--- src/rtl/dma_regs_pkg.sv ---
package dma_regs_pkg;
  localparam int NCH    = 4;
  localparam int BYTE_W = 8;
  localparam int WORD_W = 2 * BYTE_W;
  localparam int MODE_W = BYTE_W - 2;
  localparam int OFF_W  = 4;

  localparam logic [OFF_W-1:0] OFF_CMD   = 4'h8;
  localparam logic [OFF_W-1:0] OFF_REQ   = 4'h9;
  localparam logic [OFF_W-1:0] OFF_SMASK = 4'hA;
  localparam logic [OFF_W-1:0] OFF_MODE  = 4'hB;
  localparam logic [OFF_W-1:0] OFF_PCLR  = 4'hC;
  localparam logic [OFF_W-1:0] OFF_MCLR  = 4'hD;
  localparam logic [OFF_W-1:0] OFF_UNALL = 4'hE;
  localparam logic [OFF_W-1:0] OFF_AMASK = 4'hF;

  localparam int MODE_AUTO_BIT = 2;
  localparam int MODE_DEC_BIT  = 3;

  function automatic logic [WORD_W-1:0] step_addr(input logic [WORD_W-1:0] a,
                                                  input logic dec);
    return dec ? WORD_W'(a - 1'b1) : WORD_W'(a + 1'b1);
  endfunction

  function automatic logic [WORD_W-1:0] dec_count(input logic [WORD_W-1:0] c);
    return WORD_W'(c - 1'b1);
  endfunction

  function automatic logic is_word_port(input logic [OFF_W-1:0] off);
    return !off[OFF_W-1];
  endfunction
endpackage

--- src/rtl/dma_chan_regs.sv ---
module dma_chan_regs
  import dma_regs_pkg::*;
(
  input  logic              clk,
  input  logic              rst_n,
  input  logic              a_wr_lo,
  input  logic              a_wr_hi,
  input  logic              c_wr_lo,
  input  logic              c_wr_hi,
  input  logic [BYTE_W-1:0] wdata,
  input  logic              advance,
  input  logic              masked,
  input  logic              autoinit,
  input  logic              decrement,
  output logic [WORD_W-1:0] cur_addr,
  output logic [WORD_W-1:0] cur_cnt,
  output logic              tc_hit
);
  logic [WORD_W-1:0] base_addr, base_cnt;
  logic any_load, step_ok;

  assign any_load = a_wr_lo | a_wr_hi | c_wr_lo | c_wr_hi;
  assign step_ok  = advance && !masked && !any_load;
  assign tc_hit   = step_ok && (cur_cnt == '0);

  always_ff @(posedge clk) begin
    if (!rst_n) begin
      base_addr <= '0;
      base_cnt  <= '0;
      cur_addr  <= '0;
      cur_cnt   <= '0;
    end else if (any_load) begin
      if (a_wr_lo) begin
        base_addr[BYTE_W-1:0] <= wdata;
        cur_addr[BYTE_W-1:0]  <= wdata;
      end
      if (a_wr_hi) begin
        base_addr[WORD_W-1:BYTE_W] <= wdata;
        cur_addr[WORD_W-1:BYTE_W]  <= wdata;
      end
      if (c_wr_lo) begin
        base_cnt[BYTE_W-1:0] <= wdata;
        cur_cnt[BYTE_W-1:0]  <= wdata;
      end
      if (c_wr_hi) begin
        base_cnt[WORD_W-1:BYTE_W] <= wdata;
        cur_cnt[WORD_W-1:BYTE_W]  <= wdata;
      end
    end else if (step_ok) begin
      if (tc_hit && autoinit) begin
        cur_addr <= base_addr;
        cur_cnt  <= base_cnt;
      end else begin
        cur_addr <= step_addr(cur_addr, decrement);
        cur_cnt  <= dec_count(cur_cnt);
      end
    end
  end


  step_cnt_chk: assert property (@(posedge clk) disable iff (!rst_n)
    (step_ok && !tc_hit) |=> cur_cnt == WORD_W'($past(cur_cnt) - 1'b1));


  masked_hold_chk: assert property (@(posedge clk) disable iff (!rst_n)
    (advance && masked && !any_load) |=> ($stable(cur_addr) && $stable(cur_cnt)));


  tc_wrap_chk: assert property (@(posedge clk) disable iff (!rst_n)
    (tc_hit && !autoinit) |=> cur_cnt == '1);


  tc_reload_chk: assert property (@(posedge clk) disable iff (!rst_n)
    (tc_hit && autoinit) |=> (cur_cnt == $past(base_cnt) && cur_addr == $past(base_addr)));


  load_wins_chk: assert property (@(posedge clk) disable iff (!rst_n)
    (advance && c_wr_lo) |=> cur_cnt[BYTE_W-1:0] == $past(wdata));
endmodule

--- src/rtl/dma_ctrl_regs.sv ---
module dma_ctrl_regs
  import dma_regs_pkg::*;
(
  input  logic                  clk,
  input  logic                  rst_n,
  input  logic [OFF_W-1:0]      bus_addr,
  input  logic [BYTE_W-1:0]     bus_wdata,
  input  logic                  bus_wr,
  input  logic                  bus_rd,
  input  logic [NCH-1:0]        tc_hit,
  output logic                  ptr_hi,
  output logic [NCH-1:0]        mask_q,
  output logic [NCH*MODE_W-1:0] mode_flat,
  output logic [BYTE_W-1:0]     cmd_q,
  output logic [BYTE_W-1:0]     status
);
  logic [NCH-1:0] req_q, tc_q;
  logic acc16, mclr, pclr, rd_stat;
  logic wr_cmd, wr_req, wr_smask, wr_mode, wr_unall, wr_amask;
  logic [1:0] sel;

  assign sel      = bus_wdata[1:0];
  assign acc16    = (bus_wr || bus_rd) && is_word_port(bus_addr);
  assign mclr     = bus_wr && bus_addr == OFF_MCLR;
  assign pclr     = bus_wr && bus_addr == OFF_PCLR;
  assign rd_stat  = bus_rd && bus_addr == OFF_CMD;
  assign wr_cmd   = bus_wr && bus_addr == OFF_CMD;
  assign wr_req   = bus_wr && bus_addr == OFF_REQ;
  assign wr_smask = bus_wr && bus_addr == OFF_SMASK;
  assign wr_mode  = bus_wr && bus_addr == OFF_MODE;
  assign wr_unall = bus_wr && bus_addr == OFF_UNALL;
  assign wr_amask = bus_wr && bus_addr == OFF_AMASK;
  assign status   = {req_q, tc_q};

  always_ff @(posedge clk) begin
    if (!rst_n) begin
      ptr_hi <= 1'b0;
      mask_q <= '1;
      req_q  <= '0;
      tc_q   <= '0;
      cmd_q  <= '0;
    end else if (mclr) begin
      ptr_hi <= 1'b0;
      mask_q <= '1;
      req_q  <= '0;
      tc_q   <= '0;
      cmd_q  <= '0;
    end else begin
      if (pclr)       ptr_hi <= 1'b0;
      else if (acc16) ptr_hi <= !ptr_hi;
      if (wr_smask)      mask_q[sel] <= bus_wdata[2];
      else if (wr_unall) mask_q <= '0;
      else if (wr_amask) mask_q <= bus_wdata[NCH-1:0];
      if (wr_req) req_q[sel] <= bus_wdata[2];
      if (wr_cmd) cmd_q <= bus_wdata;
      tc_q <= (rd_stat ? '0 : tc_q) | tc_hit;
    end
  end

  for (genvar i = 0; i < NCH; i++) begin : g_mode
    logic [MODE_W-1:0] mode_r;
    always_ff @(posedge clk) begin
      if (!rst_n)                      mode_r <= '0;
      else if (wr_mode && sel == 2'(i)) mode_r <= bus_wdata[BYTE_W-1:2];
    end
    assign mode_flat[i*MODE_W +: MODE_W] = mode_r;
  end


  ptr_clear_chk: assert property (@(posedge clk) disable iff (!rst_n)
    pclr |=> !ptr_hi);


  ptr_toggle_chk: assert property (@(posedge clk) disable iff (!rst_n)
    (acc16 && !mclr) |=> ptr_hi != $past(ptr_hi));


  mask_one_chk: assert property (@(posedge clk) disable iff (!rst_n)
    wr_smask |=> mask_q[$past(sel)] == $past(bus_wdata[2]));


  tc_sticky_chk: assert property (@(posedge clk) disable iff (!rst_n)
    (|tc_hit && !mclr) |=> (tc_q & $past(tc_hit)) == $past(tc_hit));


  master_clear_chk: assert property (@(posedge clk) disable iff (!rst_n)
    mclr |=> (mask_q == '1 && !ptr_hi && status == '0 && cmd_q == '0));
endmodule

--- src/rtl/legacy_dma_regs.sv ---
module legacy_dma_regs
  import dma_regs_pkg::*;
(
  input  logic                  clk,
  input  logic                  rst_n,
  input  logic [OFF_W-1:0]      bus_addr,
  input  logic [BYTE_W-1:0]     bus_wdata,
  input  logic                  bus_wr,
  input  logic                  bus_rd,
  output logic [BYTE_W-1:0]     bus_rdata,
  input  logic [NCH-1:0]        advance,
  output logic [NCH*MODE_W-1:0] chan_mode,
  output logic [NCH-1:0]        chan_mask,
  output logic [BYTE_W-1:0]     ctl_word,
  output logic [NCH*WORD_W-1:0] cur_addr,
  output logic [NCH*WORD_W-1:0] cur_count
);
  logic ptr_hi;
  logic [NCH-1:0] tc_hit;
  logic [BYTE_W-1:0] status;
  logic word_wr;

  assign word_wr = bus_wr && is_word_port(bus_addr);

  dma_ctrl_regs u_ctrl (
    .clk(clk), .rst_n(rst_n), .bus_addr(bus_addr), .bus_wdata(bus_wdata),
    .bus_wr(bus_wr), .bus_rd(bus_rd), .tc_hit(tc_hit), .ptr_hi(ptr_hi),
    .mask_q(chan_mask), .mode_flat(chan_mode), .cmd_q(ctl_word), .status(status)
  );

  for (genvar i = 0; i < NCH; i++) begin : g_chan
    logic sel_ch, a_lo, a_hi, c_lo, c_hi;
    assign sel_ch = word_wr && bus_addr[2:1] == 2'(i);
    assign a_lo   = sel_ch && !bus_addr[0] && !ptr_hi;
    assign a_hi   = sel_ch && !bus_addr[0] &&  ptr_hi;
    assign c_lo   = sel_ch &&  bus_addr[0] && !ptr_hi;
    assign c_hi   = sel_ch &&  bus_addr[0] &&  ptr_hi;

    dma_chan_regs u_chan (
      .clk(clk), .rst_n(rst_n),
      .a_wr_lo(a_lo), .a_wr_hi(a_hi), .c_wr_lo(c_lo), .c_wr_hi(c_hi),
      .wdata(bus_wdata), .advance(advance[i]), .masked(chan_mask[i]),
      .autoinit(chan_mode[i*MODE_W + MODE_AUTO_BIT]),
      .decrement(chan_mode[i*MODE_W + MODE_DEC_BIT]),
      .cur_addr(cur_addr[i*WORD_W +: WORD_W]),
      .cur_cnt(cur_count[i*WORD_W +: WORD_W]),
      .tc_hit(tc_hit[i])
    );
  end

  always_comb begin
    logic [WORD_W-1:0] word;
    word      = bus_addr[0] ? cur_count[bus_addr[2:1]*WORD_W +: WORD_W]
                            : cur_addr[bus_addr[2:1]*WORD_W +: WORD_W];
    bus_rdata = '0;
    if (is_word_port(bus_addr))
      bus_rdata = ptr_hi ? word[WORD_W-1:BYTE_W] : word[BYTE_W-1:0];
    else if (bus_addr == OFF_CMD)
      bus_rdata = status;
  end
endmodule

--- config.mk ---
export PLATFORM = sky130hd
export DESIGN_NAME = legacy_dma_regs
export DESIGN_NICKNAME = d
export VERILOG_FILES = /design/src/rtl/dma_regs_pkg.sv /design/src/rtl/dma_chan_regs.sv /design/src/rtl/dma_ctrl_regs.sv /design/src/rtl/legacy_dma_regs.sv
export SDC_FILE = /design/constraint.sdc
export NUM_CORES = 1
export LEC_CHECK = 0
export ABC_CLOCK_PERIOD_IN_PS = 2700
export BUFFER_PORTS_ARGS = -buffer_cell sky130_fd_sc_hd__buf_2
export CORE_ASPECT_RATIO = 0.75
export CORE_MARGIN = 2
export CORE_UTILIZATION = 50
export DETAILED_ROUTE_END_ITERATION = 8
export GPL_ROUTABILITY_DRIVEN = 0
export PLACE_DENSITY = 0.74
export SLEW_MARGIN = 40
export SYNTH_ARGS = -nofsm -noshare
export SYNTH_HDL_FRONTEND = slang
export SYNTH_SLANG_ARGS = --single-unit
--- constraint.sdc ---
create_clock -name clk -period 2.7 [get_ports clk]
set_clock_uncertainty 0.05 [all_clocks]
set_input_delay 0.54 -clock clk [delete_from_list [all_inputs] [get_ports clk]]
set_output_delay 0.54 -clock clk [all_outputs]
set_load 0.01 [all_outputs]
Word-level counts from Yosys, hierarchy flattened:

Index checks and enable logic that the tools add are counted.

* register bits: 301
* input port bits: 20
* output and inout bits: 172
* word-level logic and storage cells: 274

* add/sub/neg operators: 12
* magnitude comparators: 2
* equal/unequal tests: 30
* shift-type cells: 2
* muxes and demuxes: 56
* bitwise operators: 14
* reductions and logical operators: 117

Operators by type and width (count)
* two-way mux 16 bit: 29
* two-way mux 8 bit: 19
* variable part select 64 x 7 -> 16 bit: 2
* subtractor 16 x 1 -> 16 bit (second input constant): 8
* adder 16 x 1 -> 16 bit (second input constant): 4
* zero test 16 bit: 4
* AND reduction 2 bit: 32
* logical AND 1 bit: 60
* == test 4 bit (second input constant): 8
* != test 2 x 1 -> 1 bit (second input constant): 16
* two-way mux 4 bit: 4
* OR 1 bit: 12
* zero test 1 bit: 11
* bitwise mux 4 bit: 2
* == test 2 bit (second input constant): 4
* nonzero test 2 bit: 4
* == test 2 x 1 -> 1 bit (second input constant): 2
* zero test 2 bit: 2
* OR 4 bit: 1
* less-than comparator 2 x 3 -> 1 bit (second input constant): 1
* nonzero test 3 bit: 1
* OR reduction 3 bit: 1
* demux 1 bit (select 2 bit): 1
* >= comparator 2 x 1 -> 1 bit (second input constant): 1
* other kinds (4): 4

Logic depth before layout (Yosys ltp):

Gate-level depths: netlist of the first run.

* word-level depth: 15
* depth in mapped cells: 11
* mapped depth without buffers: 8

By module:

Synthesis of the first run repeated with hierarchy kept, for this count alone.

* cell total of the unflattened synthesis: 2199
* area, all modules: 18544.0 um^2

Modules (own cells, without submodules)
* dma_chan_regs (g_chan[0].u_chan ...): instances 2, cells an instance 455, area an instance 3856.2 um^2, sequential area each 1281.2 um^2
* dma_chan_regs (g_chan[2].u_chan ...): instances 2, cells an instance 464, area an instance 3791.1 um^2, sequential area each 1281.2 um^2
* dma_ctrl_regs: instances 1, cells an instance 215, area an instance 1959.4 um^2, sequential area each 900.9 um^2
* legacy_dma_regs: instances 1, cells an instance 146, area an instance 1290.0 um^2, sequential area each 0.0 um^2

Least setup slack after synthesis of the first run:

Ideal clock, no wire load.

* kind: in2out
* start: input bus_addr[0]
* end: output bus_rdata[2]
* data arrival time: 2.183 ns
* data required time: 2.110 ns
* path slack: -0.073 ns
* stages: 6
* buffers on the path: 2
* path through: clkbuf_1 buf_2 mux4_2 mux4_2 inv_1 o21ai_0

* longest elaborated chain between the ends: 3
* elaborated cells on any way between the ends: 5
* those cells by class: eq/ne (1); mux (4)

Ends and longest elaborated chain
* start: declaration: line legacy_dma_regs.sv:6 `input logic [OFF_W-1:0] bus_addr,`
* == test 4 bit or two-way mux 16 bit (tied branches): line legacy_dma_regs.sv:58, legacy_dma_regs.sv:53
* two-way mux 8 bit (on tied branches): line legacy_dma_regs.sv:58, legacy_dma_regs.sv:57
* two-way mux 8 bit *: line legacy_dma_regs.sv:56 `if (is_word_port(bus_addr))`
* end: declaration: line legacy_dma_regs.sv:10 `output logic [BYTE_W-1:0] bus_rdata,`

Every way passes the cells marked *; elsewhere a longest branch is shown, timed or not.

Worst setup path in the final report of the first run:

* start: register g_chan[3].u_chan.cur_cnt[6]
* end: output bus_rdata[6]

* longest elaborated chain between the ends: 4

Ends and longest elaborated chain
* start: declaration: line dma_chan_regs.sv:16 `output logic [WORD_W-1:0] cur_cnt,`
* start signal: indexed assignment: line dma_chan_regs.sv:43 `cur_cnt[BYTE_W-1:0] <= wdata;`
* start signal: indexed assignment: line dma_chan_regs.sv:47 `cur_cnt[WORD_W-1:BYTE_W] <= wdata;`
* start signal: assignment: line dma_chan_regs.sv:52 `cur_cnt <= base_cnt;`
* variable part select 64 x 7 -> 16 bit: line legacy_dma_regs.sv:53 `word = bus_addr[0] ? cur_count[bus_addr[2:1]*WORD_W +: WORD_W]`
* two-way mux 16 bit: line legacy_dma_regs.sv:53
* two-way mux 8 bit: line legacy_dma_regs.sv:57 `bus_rdata = ptr_hi ? word[WORD_W-1:BYTE_W] : word[BYTE_W-1:0];`
* two-way mux 8 bit: line legacy_dma_regs.sv:56

Every way passes these cells.

==> results of run 1 <==
[stage by stage]
stage / cell area [sq um] / utilization, %
after floorplan: 18550 / -
after global placement: 21070 / 57.27
after detailed placement: 21080 / 57.30
after CTS: 22440 / 61.01
after global routing: 22650 / 61.58
final: 22670 / 61.61
[cells in the mapped netlist (11+ instances only)]
cell,n
nand4_1,14
nor3_1,28
a211oi_1,22
ha_1,64
a21boi_0,54
or3_1,16
clkbuf_1,123
and3_1,11
a21oi_1,98
nand3b_1,11
buf_4,12
mux4_2,40
o21ai_1,25
nand2_1,313
nor2b_1,118
buf_2,31
nand3_1,93
xnor2_1,49
a21o_1,25
nor2_1,105
inv_1,32
o211ai_1,88
mux2i_1,113
dfxtp_1,301
xor2_1,51
nand2b_1,13
o21ai_0,139
a31oi_1,80
[repair_timing]
action	CTS	global route
gates resized for setup	109	34
endpoints found under the setup margin	8	22
setup buffers	20	6
pin swaps	4	6
gates cloned	0	1
[worst max-delay path, delay by kind of cell, from the launching register on]
family / cells / cell delay, ns
compound gates: 1 / 0.12
buf+inv: 2 / 0.26
flops: 1 / 0.37
mux: 2 / 0.95
[report_power, final]
group / switching, uW / leakage, uW / internal [uW]
Combinational: 1070 / 0.00672 / 812
Sequential: 154 / 0.00248 / 4520
Clock: 1850 / 0.000514 / 2680
Total: 3070 / 0.00971 / 8010
[metal layers]
layer  part of all wire, %  routed length [microns]  GRT usage [%]
met2                    42                    29640          52.29
met5                 0.026                       18              0
met3                    13                     9427          10.97
met1                    39                    27260          46.43
met4                   5.3                     3688          17.62
[state kept, by name (all words and copies together), names as in the netlist]
register / cells
u_ctrl.mask_q: 4
g_chan.u_chan.cur_addr: 64
g_chan.u_chan.cur_cnt: 64
g_chan.u_chan.base_cnt: 64
u_ctrl.cmd_q: 8
u_ctrl.req_q: 4
g_chan.u_chan.base_addr: 64
u_ctrl.g_mode.mode_r: 24
u_ctrl.ptr_hi: 1
u_ctrl.tc_q: 4
[final timing paths]
kind / from / to / cells after the start
setup / recovery: g_chan[3].u_chan.cur_cnt[6]$_SDFFE_PN0P_ / bus_rdata[6] / 5
setup reg to reg: g_chan[0].u_chan.cur_addr[1]$_SDFFE_PN0P_ / g_chan[0].u_chan.cur_addr[14]$_SDFFE_PN0P_ / 10
hold reg to reg: u_ctrl.cmd_q[6]$_SDFFE_PP0P_ / u_ctrl.cmd_q[6]$_SDFFE_PP0P_ / 2
hold / removal: bus_wdata[3] / g_chan[0].u_chan.base_addr[3]$_SDFFE_PN0P_ / 3
[cell families after synthesis]
logic type | Yosys count
mux | 154
xor+xnor | 100
buf+inv | 205
fa+ha+maj | 68
simple gates | 788
compound gates | 617
flops | 301
[cell type report]
| type | count | share of cell area [%] |
|---|---|---|
| tap | 504 | 2.782 |
| multi-input combinational | 1727 | 52.09 |
| antenna | 9 | 0.09937 |
| clock inverter | 7 | 0.5962 |
| sequential | 301 | 27.22 |
| inverter | 33 | 0.5465 |
| clock buffer | 49 | 4.030 |
| timing repair buffer | 411 | 12.64 |
==> reports/results.tsv, run 1 <==
stage	metric	value	unit
synth	synth-edff-count	0	
floorplanning	core-area	36790	sq um
cells_and_area	layout.cells.non_filler	3041	
timing	setup_violations	8	
synth	ys.flop_type	dfxtp_1	
route	drt_iter0_markers	2625	
min_path	hold_path_class	in -> reg	
clock_network	cts_buffer_depth	3	
timing	rsz0062_at_grt	true	
clock_network	cts_root_buf	clkbuf_16	
setup_path	startpoint_type	flop	
global_routing	grt_pass1_wl	105.3	mm
setup_path	critPathMostFrequentCell	mux4_2	
global_routing	grt_overflow	0	
timing	worst_pin_slew	0.7430	ns
global_routing	grt_pass1_vias	17860	
setup_path	cp-end-kind	output port	
setup_path	reg2reg_slack	0.06	ns
cells_and_area	register_area	6168	sq um
cells_and_area	syn_to_final_growth	22.27	%
floorplanning	die-area	38650	sq um
setup_path	critPathRequiredTime	2.11	ns
floorplanning	io_pins	192	
route	first_pass_iters	6	
timing	hold_viol	0	
power_and_ir_drop	powerDensity	489.0	nW/um^2
floorplanning	die_h	170.8	microns
global_routing	antenna_found_initial	6	
job	maxCapViolCount	0	
synth	synthAdderAreaFrac	4.752	%
route	route.detailed.drc	0	
synth	yosys.area_share.xor_xnor	4.725	%
synth	synth_top_family_by_area	compound AO/OA/AOI/OAI gates	
clock_network	cts_max_level	1	
placement	dp_cells	2952	
cells_and_area	final_cell_mix	nand2_1, dfxtp_1, buf_4	
global_routing	grt_util_all_layers	35.30	%
setup_path	path_max_fanout	3	
floorplanning	start_util	50.39	%
cells_and_area	fillers	3189	
synth	synth_area_leader_cell	dfxtp_1	
synth	avgSynthCellArea	8.301	sq um
synth	synth-compound-area-share	21.29	%
power_and_ir_drop	total_power	11080	uW
synth	synth_nets	2321	
cells_and_area	nets	2592	
setup_path	worst_path_max_delay_cell	mux4_2	
synth	netlist_top_cells_area	dfxtp_1, nand2_1, mux2i_1	
power_and_ir_drop	leakage	0.009708	uW
clock_network	hold_buffers	0	
placement	hpwl	51.87	mm
clock_network	cts_buffers	30	
synth	synthCells	2233	
timing	finalWorstSetupSlack	-0.1606	ns
status	status	finished with violations	
status	violations	negative setup slack	
clock_network	path_clk_slew	0.06	ns
timing	final_max_slew_viol_count	0	
setup_path	path_class	reg -> out	
cells_and_area	multiInputGateArea	11810	sq um
route	routed_via_density	6.414	
clock_network	worstSkewPairLatency	0.58	ns
timing	fin_crit_sh	105.9	%
timing	max_freq	0.3496	GHz
route	wirelength	70.04	mm
timing	relSlewSlack	50.46	%
timing	holdWs	0.3259	ns
synth	async_flop_share	0	%
timing	min_period	2.861	ns
synth	yosysSeqAreaShare	32.51	%
route	antenna_left	0	
synth	yosys.area.top_type_share	32.51	%
clock_network	tritoncts	done	
placement	io_buffers	191	
floorplanning	die_width	226.3	microns
cells_and_area	layout_commonest_cell	nand2_1	
power_and_ir_drop	vdd_drop_max	492.1	uV
placement	post-place-ws	-0.1869	ns
floorplanning	num_rows	61	
synth	ys_types	78	
route	dr_total_vias	19510	
global_routing	grt_max_degree	62	
synth	synthSimpleGateAreaFrac	21.10	%
clock_network	clock_sinks	301	
route	wl_per_cell	23.03	microns
synth	synth_warnings	0	
synth	synthMuxAreaShare	11.02	%
setup_path	crit_arrival	2.27	ns
cells_and_area	drive_above_1_share	24.56	%
timing	tns	-1.034	ns
synth	ys_seq_elements	301	
setup_path	cpPeakStageDelay	0.48	ns
setup_path	crit_path_cell_trace	mux4_2 -> mux4_2 -> inv_1 -> o21ai_1 -> buf_2	
synth	netlist_area	18540	sq um
No activity file was read; power rests on OpenSTA's default activity.
==> run 2: changes to the inputs <==
--- a/config.mk
+++ b/config.mk
@@ -6,5 +6,5 @@
 export NUM_CORES = 1
 export LEC_CHECK = 0
-export ABC_CLOCK_PERIOD_IN_PS = 2700
+export ABC_CLOCK_PERIOD_IN_PS = 3500
 export BUFFER_PORTS_ARGS = -buffer_cell sky130_fd_sc_hd__buf_2
 export CORE_ASPECT_RATIO = 0.75
@@ -13,5 +13,5 @@
 export DETAILED_ROUTE_END_ITERATION = 8
 export GPL_ROUTABILITY_DRIVEN = 0
-export PLACE_DENSITY = 0.74
+export PLACE_DENSITY = 0.71
 export SLEW_MARGIN = 40
 export SYNTH_ARGS = -nofsm -noshare
==> constraint.sdc (replaced) <==
create_clock -name clk -period 3.5 [get_ports clk]
set_clock_uncertainty 0.05 [all_clocks]
set_input_delay 0.35 -clock clk [delete_from_list [all_inputs] [get_ports clk]]
set_output_delay 0.35 -clock clk [all_outputs]
set_load 0.01 [all_outputs]
==> reports/results.tsv, run 2 (synthesized netlist as in run 1, its figures left out) <==
stage	metric	value	unit
status	status	completed	
global_routing	grt_overflow	0	
min_path	hold_end	u_ctrl.cmd_q[7]$_SDFFE_PP0P_	
min_path	worstHoldPathCells	3	
route	routed_via_density	6.330	
route	wirelength	65.94	mm
route	first_pass_iters	6	
placement	hpwl	47.74	mm
floorplanning	die_h	170.8	microns
setup_path	startpoint_type	flop	
timing	rsz0062_at_grt	false	
setup_path	critPathRequiredTime	3.88	ns
cells_and_area	drive_above_1_share	15.66	%
floorplanning	start_util	50.39	%
clock_network	cts_root_buf	clkbuf_16	
cells_and_area	final_cell_mix	nand2_1, dfxtp_1, buf_2	
cells_and_area	nets	2441	
placement	post-place-ws	0.5879	ns
timing	relSlewSlack	48.33	%
cells_and_area	layout_commonest_cell	nand2_1	
cells_and_area	finalCoreUtilization	56.98	%
setup_path	path_delay_family	compound AO/OA/AOI/OAI gates	
timing	max_freq	0.3289	GHz
route	drt_iter0_markers	2377	
clock_network	hold_buffers	0	
setup_path	crit_path_cell_trace	fa_1 -> a21o_1 -> a221oi_1 -> o22ai_1 -> or4_1 -> a31oi_1 -> xor2_1 -> a41oi_1	
setup_path	crit_arrival	3.42	ns
floorplanning	io_pins	192	
timing	worst_pin_slew	0.7740	ns
clock_network	cts_max_level	1	
placement	place_area	19950	sq um
floorplanning	num_rows	61	
clock_network	cts_buffer_depth	3	
setup_path	rr_worst_depth	8	
route	wl_per_cell	22.89	microns
setup_path	worst-path-buf-inv	0	
setup_path	cp-end-kind	flop	
power_and_ir_drop	powerDensity	391.6	nW/um^2
clock_network	worstSkewPairLatency	0.58	ns
setup_path	path_class	reg -> reg	
floorplanning	core-area	36790	sq um
timing	setup_violations	0	
clock_network	path_clk_slew	0.07	ns
global_routing	grt_pass1_wl	99.71	mm
cells_and_area	fillers	3350	
route	route.detailed.drc	0	
clock_network	cts-resized-gates	0	
global_routing	antenna_found_initial	2	
timing	fin_crit_sh	86.87	%
timing	finalWorstSetupSlack	0.4595	ns
cells_and_area	design_area	20960	sq um
global_routing	grt_pass1_vias	16600	
timing	min_period	3.040	ns
clock_network	cts_buffers	31	
setup_path	cpPeakStageDelay	0.55	ns
global_routing	grt_max_degree	104	
route	antenna_left	0	
power_and_ir_drop	vdd_drop_max	348.4	uV
timing	hold_viol	0	
floorplanning	die-area	38650	sq um
timing	final_max_slew_viol_count	0	
setup_path	path_max_fanout	6	
floorplanning	die_width	226.3	microns
setup_path	reg2reg_slack	0.46	ns
power_and_ir_drop	leakage	0.008776	uW
timing	tns	0	ns
setup_path	worst_path_max_delay_cell	a221oi_1	
clock_network	post-cts-setup-buffers	0	
global_routing	grt_util_all_layers	33.34	%
setup_path	r2r_end	g_chan[0].u_chan.cur_addr[14]$_SDFFE_PN0P_	
power_and_ir_drop	total_power	8209	uW
min_path	hold_path_class	in -> reg	
route	dr_total_vias	18240	
clock_network	tritoncts	done	
clock_network	clock_sinks	301	
job	maxCapViolCount	0	
cells_and_area	syn_to_final_growth	13.09	%
min_path	min_from	bus_wdata[7]	
placement	io_buffers	191	
setup_path	r2r-start	g_chan[0].u_chan.cur_addr[0]$_SDFFE_PN0P_	
[run 2: cell types whose count changed in the layout (fill, tap and decap cells not counted), sizes merged]
| cell | previous run | this run |
|---|---|---|
| bufinv | 4 | 2 |
| clkbuf | 50 | 42 |
| diode | 9 | 2 |
| clkinv | 3 | 11 |
| buf | 410 | 259 |
[run 2: worst max-delay path by stage]
stage,startpoint,to,slack (ns),cells after the start
2_1_floorplan,u_ctrl.g_mode[0].mode_r[3]$_SDFFE_PN0P_,g_chan[0].u_chan.cur_addr[14]$_SDFFE_PN0P_,0.73,8
3_5_place_dp,bus_addr[0],bus_rdata[2],0.59,7
5_1_grt,g_chan[0].u_chan.cur_addr[0]$_SDFFE_PN0P_,g_chan[0].u_chan.cur_addr[14]$_SDFFE_PN0P_,0.30,8
4_1_cts,g_chan[1].u_chan.cur_cnt[2]$_SDFFE_PN0P_,bus_rdata[2],0.55,5
6_report,g_chan[0].u_chan.cur_addr[0]$_SDFFE_PN0P_,g_chan[0].u_chan.cur_addr[14]$_SDFFE_PN0P_,0.46,8
3_3_place_gp,bus_addr[0],bus_rdata[7],0.59,7
[run 2: power by group]
part,total (uW),switching (uW),internal (uW),leakage (uW)
clock,3310,1430,1870,0.000497
sequential,3640,152,3490,0.00243
combinational,1260,738,523,0.00585
[run 2: final cells by class]
class / count / area [sq um] / share of cell area (%)
Inverter: 33 / 123.9 / 0.5909
Tap cell: 504 / 630.6 / 3.008
Timing Repair Buffer: 259 / 1510 / 7.204
Clock inverter: 13 / 122.6 / 0.5849
Clock buffer: 42 / 867.1 / 4.136
Multi-Input combinational cell: 1727 / 11680 / 55.71
Antenna cell: 2 / 5.005 / 0.02387
Sequential cell: 301 / 6026 / 28.75
[run 2: tightest hold or removal path: stages]
cell and delay (ns):
buf_2 0.13, nand3_1 0.06, a21oi_1 0.06
[run 2: routing by layer]
metal  up-vias  share of wire (%)  global-route usage (%)
met5         -                  0                       0
met4         0                4.1                   13.64
met3       173                 12                   8.020
met2      1074                 42                   48.49
met1      8623                 42                   47.19
li1       8366                  -                       -
[run 2: through the flow]
step	hold slack [ns]	instances
4_1_cts	0.01689	2878
3_5_place_dp	0.3930	2823
5_1_grt	0.04502	2881
2_1_floorplan	0.3866	2233
3_3_place_gp	0.3971	2823
6_report	0.03148	2881
==> run 3: changes to the inputs <==
Settings changed: ABC_AREA set to 1.
==> reports/results.tsv, run 3 <==
stage	metric	value	unit
status	status	completed	
synth	avgSynthCellArea	6.249	sq um
placement	place_area	20510	sq um
floorplanning	core-area	38010	sq um
setup_path	path_class	reg -> out	
synth	yosys.area.top_type_share	31.45	%
synth	netlist_top_cells_area	dfxtp_1, nand2_1, a21oi_1	
synth	yosysSeqAreaShare	31.45	%
setup_path	r2r-start	u_ctrl.ptr_hi$_SDFFE_PP0P_	
job	maxCapViolCount	0	
clock_network	cts_max_level	1	
floorplanning	die-area	39920	sq um
power_and_ir_drop	leakage	0.01093	uW
clock_network	cts_buffers	29	
timing	min_period	2.893	ns
cells_and_area	design_area	21490	sq um
route	wl_per_cell	19.45	microns
route	route.detailed.drc	0	
synth	ys.flop_type	dfxtp_1	
timing	rsz0062_at_grt	false	
synth	synth_warnings	0	
setup_path	startpoint_type	flop	
synth	synth-edff-count	0	
global_routing	grt_pass1_vias	19530	
setup_path	path_max_fanout	18	
timing	fin_crit_sh	82.66	%
global_routing	antenna_found_initial	3	
timing	relSlewSlack	38.57	%
synth	yosys.area_share.xor_xnor	2.743	%
min_path	hold_path_class	in -> reg	
synth	synthSimpleGateAreaFrac	30.44	%
clock_network	cts_root_buf	clkbuf_16	
timing	worst_pin_slew	0.9204	ns
placement	hpwl	53.98	mm
global_routing	grt_max_degree	103	
clock_network	worstSkewPairLatency	0.58	ns
global_routing	grt_pass1_wl	111.2	mm
clock_network	post-cts-setup-buffers	0	
cells_and_area	final_cell_mix	nand2_1, nor2_1, inv_1, a21oi_1, o21ai_0	
synth	ys_types	40	
route	dr_total_vias	21760	
clock_network	cts_buffer_depth	3	
power_and_ir_drop	powerDensity	388.9	nW/um^2
synth	ys_seq_elements	301	
clock_network	tritoncts	done	
power_and_ir_drop	vdd_drop_max	368.0	uV
clock_network	path_clk_slew	0.06	ns
synth	synth_most_common_cell	nand2_1	
route	first_pass_iters	7	
synth	synthMuxAreaShare	0	%
clock_network	clock_sinks	301	
timing	tns	0	ns
global_routing	grt_overflow	0	
cells_and_area	syn_to_final_growth	12.13	%
cells_and_area	nets	3287	
synth	synthCells	3066	
setup_path	critPathRequiredTime	3.10	ns
setup_path	cp-end-kind	output port	
synth	synth_area_leader_cell	dfxtp_1	
floorplanning	die_width	230.0	microns
route	antenna_left	0	
setup_path	crit_arrival	2.49	ns
floorplanning	die_h	173.5	microns
cells_and_area	fillers	3769	
placement	io_buffers	191	
synth	synth-compound-area-share	20.56	%
clock_network	hold_buffers	0	
route	wirelength	72.62	mm
timing	hold_viol	0	
timing	setup_violations	0	
route	routed_via_density	5.826	
global_routing	grt_util_all_layers	34.99	%
floorplanning	start_util	50.41	%
cells_and_area	layout_commonest_cell	nand2_1	
synth	async_flop_share	0	%
timing	final_max_slew_viol_count	0	
synth	netlist_area	19160	sq um
cells_and_area	drive_above_1_share	10.53	%
min_path	min_from	bus_addr[3]	
clock_network	cts-resized-gates	0	
setup_path	startpoint	u_ctrl.ptr_hi$_SDFFE_PP0P_	
route	drt_iter0_markers	3318	
synth	synth_top_family_by_area	simple AND/OR/NAND/NOR gates	
synth	synth_nets	3154	
floorplanning	io_pins	192	
synth	netlist_top_cells_count	nand2_1, nor2_1, a21oi_1, inv_1, o21ai_0	
floorplanning	num_rows	62	
synth	synthAdderAreaFrac	4.597	%
timing	max_freq	0.3457	GHz
run 3: cell types whose count changed after synthesis, sizes merged, moves of 118 or more:
cell | previous run | this run
inv | 33 | 360
nand3 | 93 | 219
nor2b | 118 | 0
o21ai | 164 | 315
a21oi | 98 | 338
nor2 | 106 | 380
nand2 | 313 | 729
run 3: layout make-up:
cell class	instances	area, sq um	area share, %
diodes	2	5.005	0.02329
clock buffers	42	854.6	3.977
clock inverters	10	111.4	0.5183
inverters	362	1359	6.324
multi-input cells	2271	11190	52.08
flip-flops and latches	301	6027	28.05
well taps	512	640.6	2.982
repair buffers	234	1297	6.039
run 3: logic make-up (layout without fill, tap and decap cells):
kind of cell,count (synthesis),count (layout)
XOR/XNOR,60,60
other,0,2
flip-flops,301,301
buffers and inverters,494,648
AND/OR/NAND/NOR,1403,1403
adder cells (fa/ha/maj),68,68
AO/OA/AOI/OAI,740,740
run 3: worst max-delay path: stages, from the launching register on:
cell and delay (ns):
dfxtp_1 0.31, buf_4 0.24, clkinv_1 0.50, nand3_1 0.25, nand2_1 0.06, o21ai_0 0.35, buf_2 0.21
run 3: path summary, 6_finish.rpt:
path / endpoint / slack (ns) / cells after the start
hold reg to reg: g_chan[1].u_chan.base_addr[0]$_SDFFE_PN0P_ / 0.40 / 2
hold / removal: u_ctrl.mask_q[3]$_SDFFE_PP1P_ / 0.14 / 4
setup / recovery: bus_rdata[5] / 0.61 / 6
setup reg to reg: g_chan[1].u_chan.cur_addr[4]$_SDFFE_PN0P_ / 0.72 / 7
run 3: power by group:
part | internal [uW] | switching (uW) | leakage, uW | total [uW]
registers | 3510 | 152 | 0.00243 | 3660
logic | 482 | 933 | 0.00803 | 1420
clock network | 1840 | 1440 | 0.000470 | 3270
run 3: metal layers:
metal | global-route usage, % | vias to the layer above | share of wire [%]
met1 | 50.79 | 9900 | 43
met2 | 50.01 | 1333 | 41
met5 | 0 | - | 0.018
met4 | 13.52 | 2 | 4.2
met3 | 7.961 | 198 | 12
li1 | - | 10320 | -
run 3: through the flow:
stage,hold slack [ns],worst slack (ns),utilization (%),instances,power [uW]
detailed placement,0.3885,0.8043,53.95,3680,5095
CTS,0.1145,0.6193,56.49,3732,8294
floorplan,0.3705,1.483,-,3066,4649
global placement,0.3816,0.8950,53.95,3680,5068
finish,0.1351,0.6070,56.52,3734,8355
global route,0.1446,0.4726,56.52,3734,8635
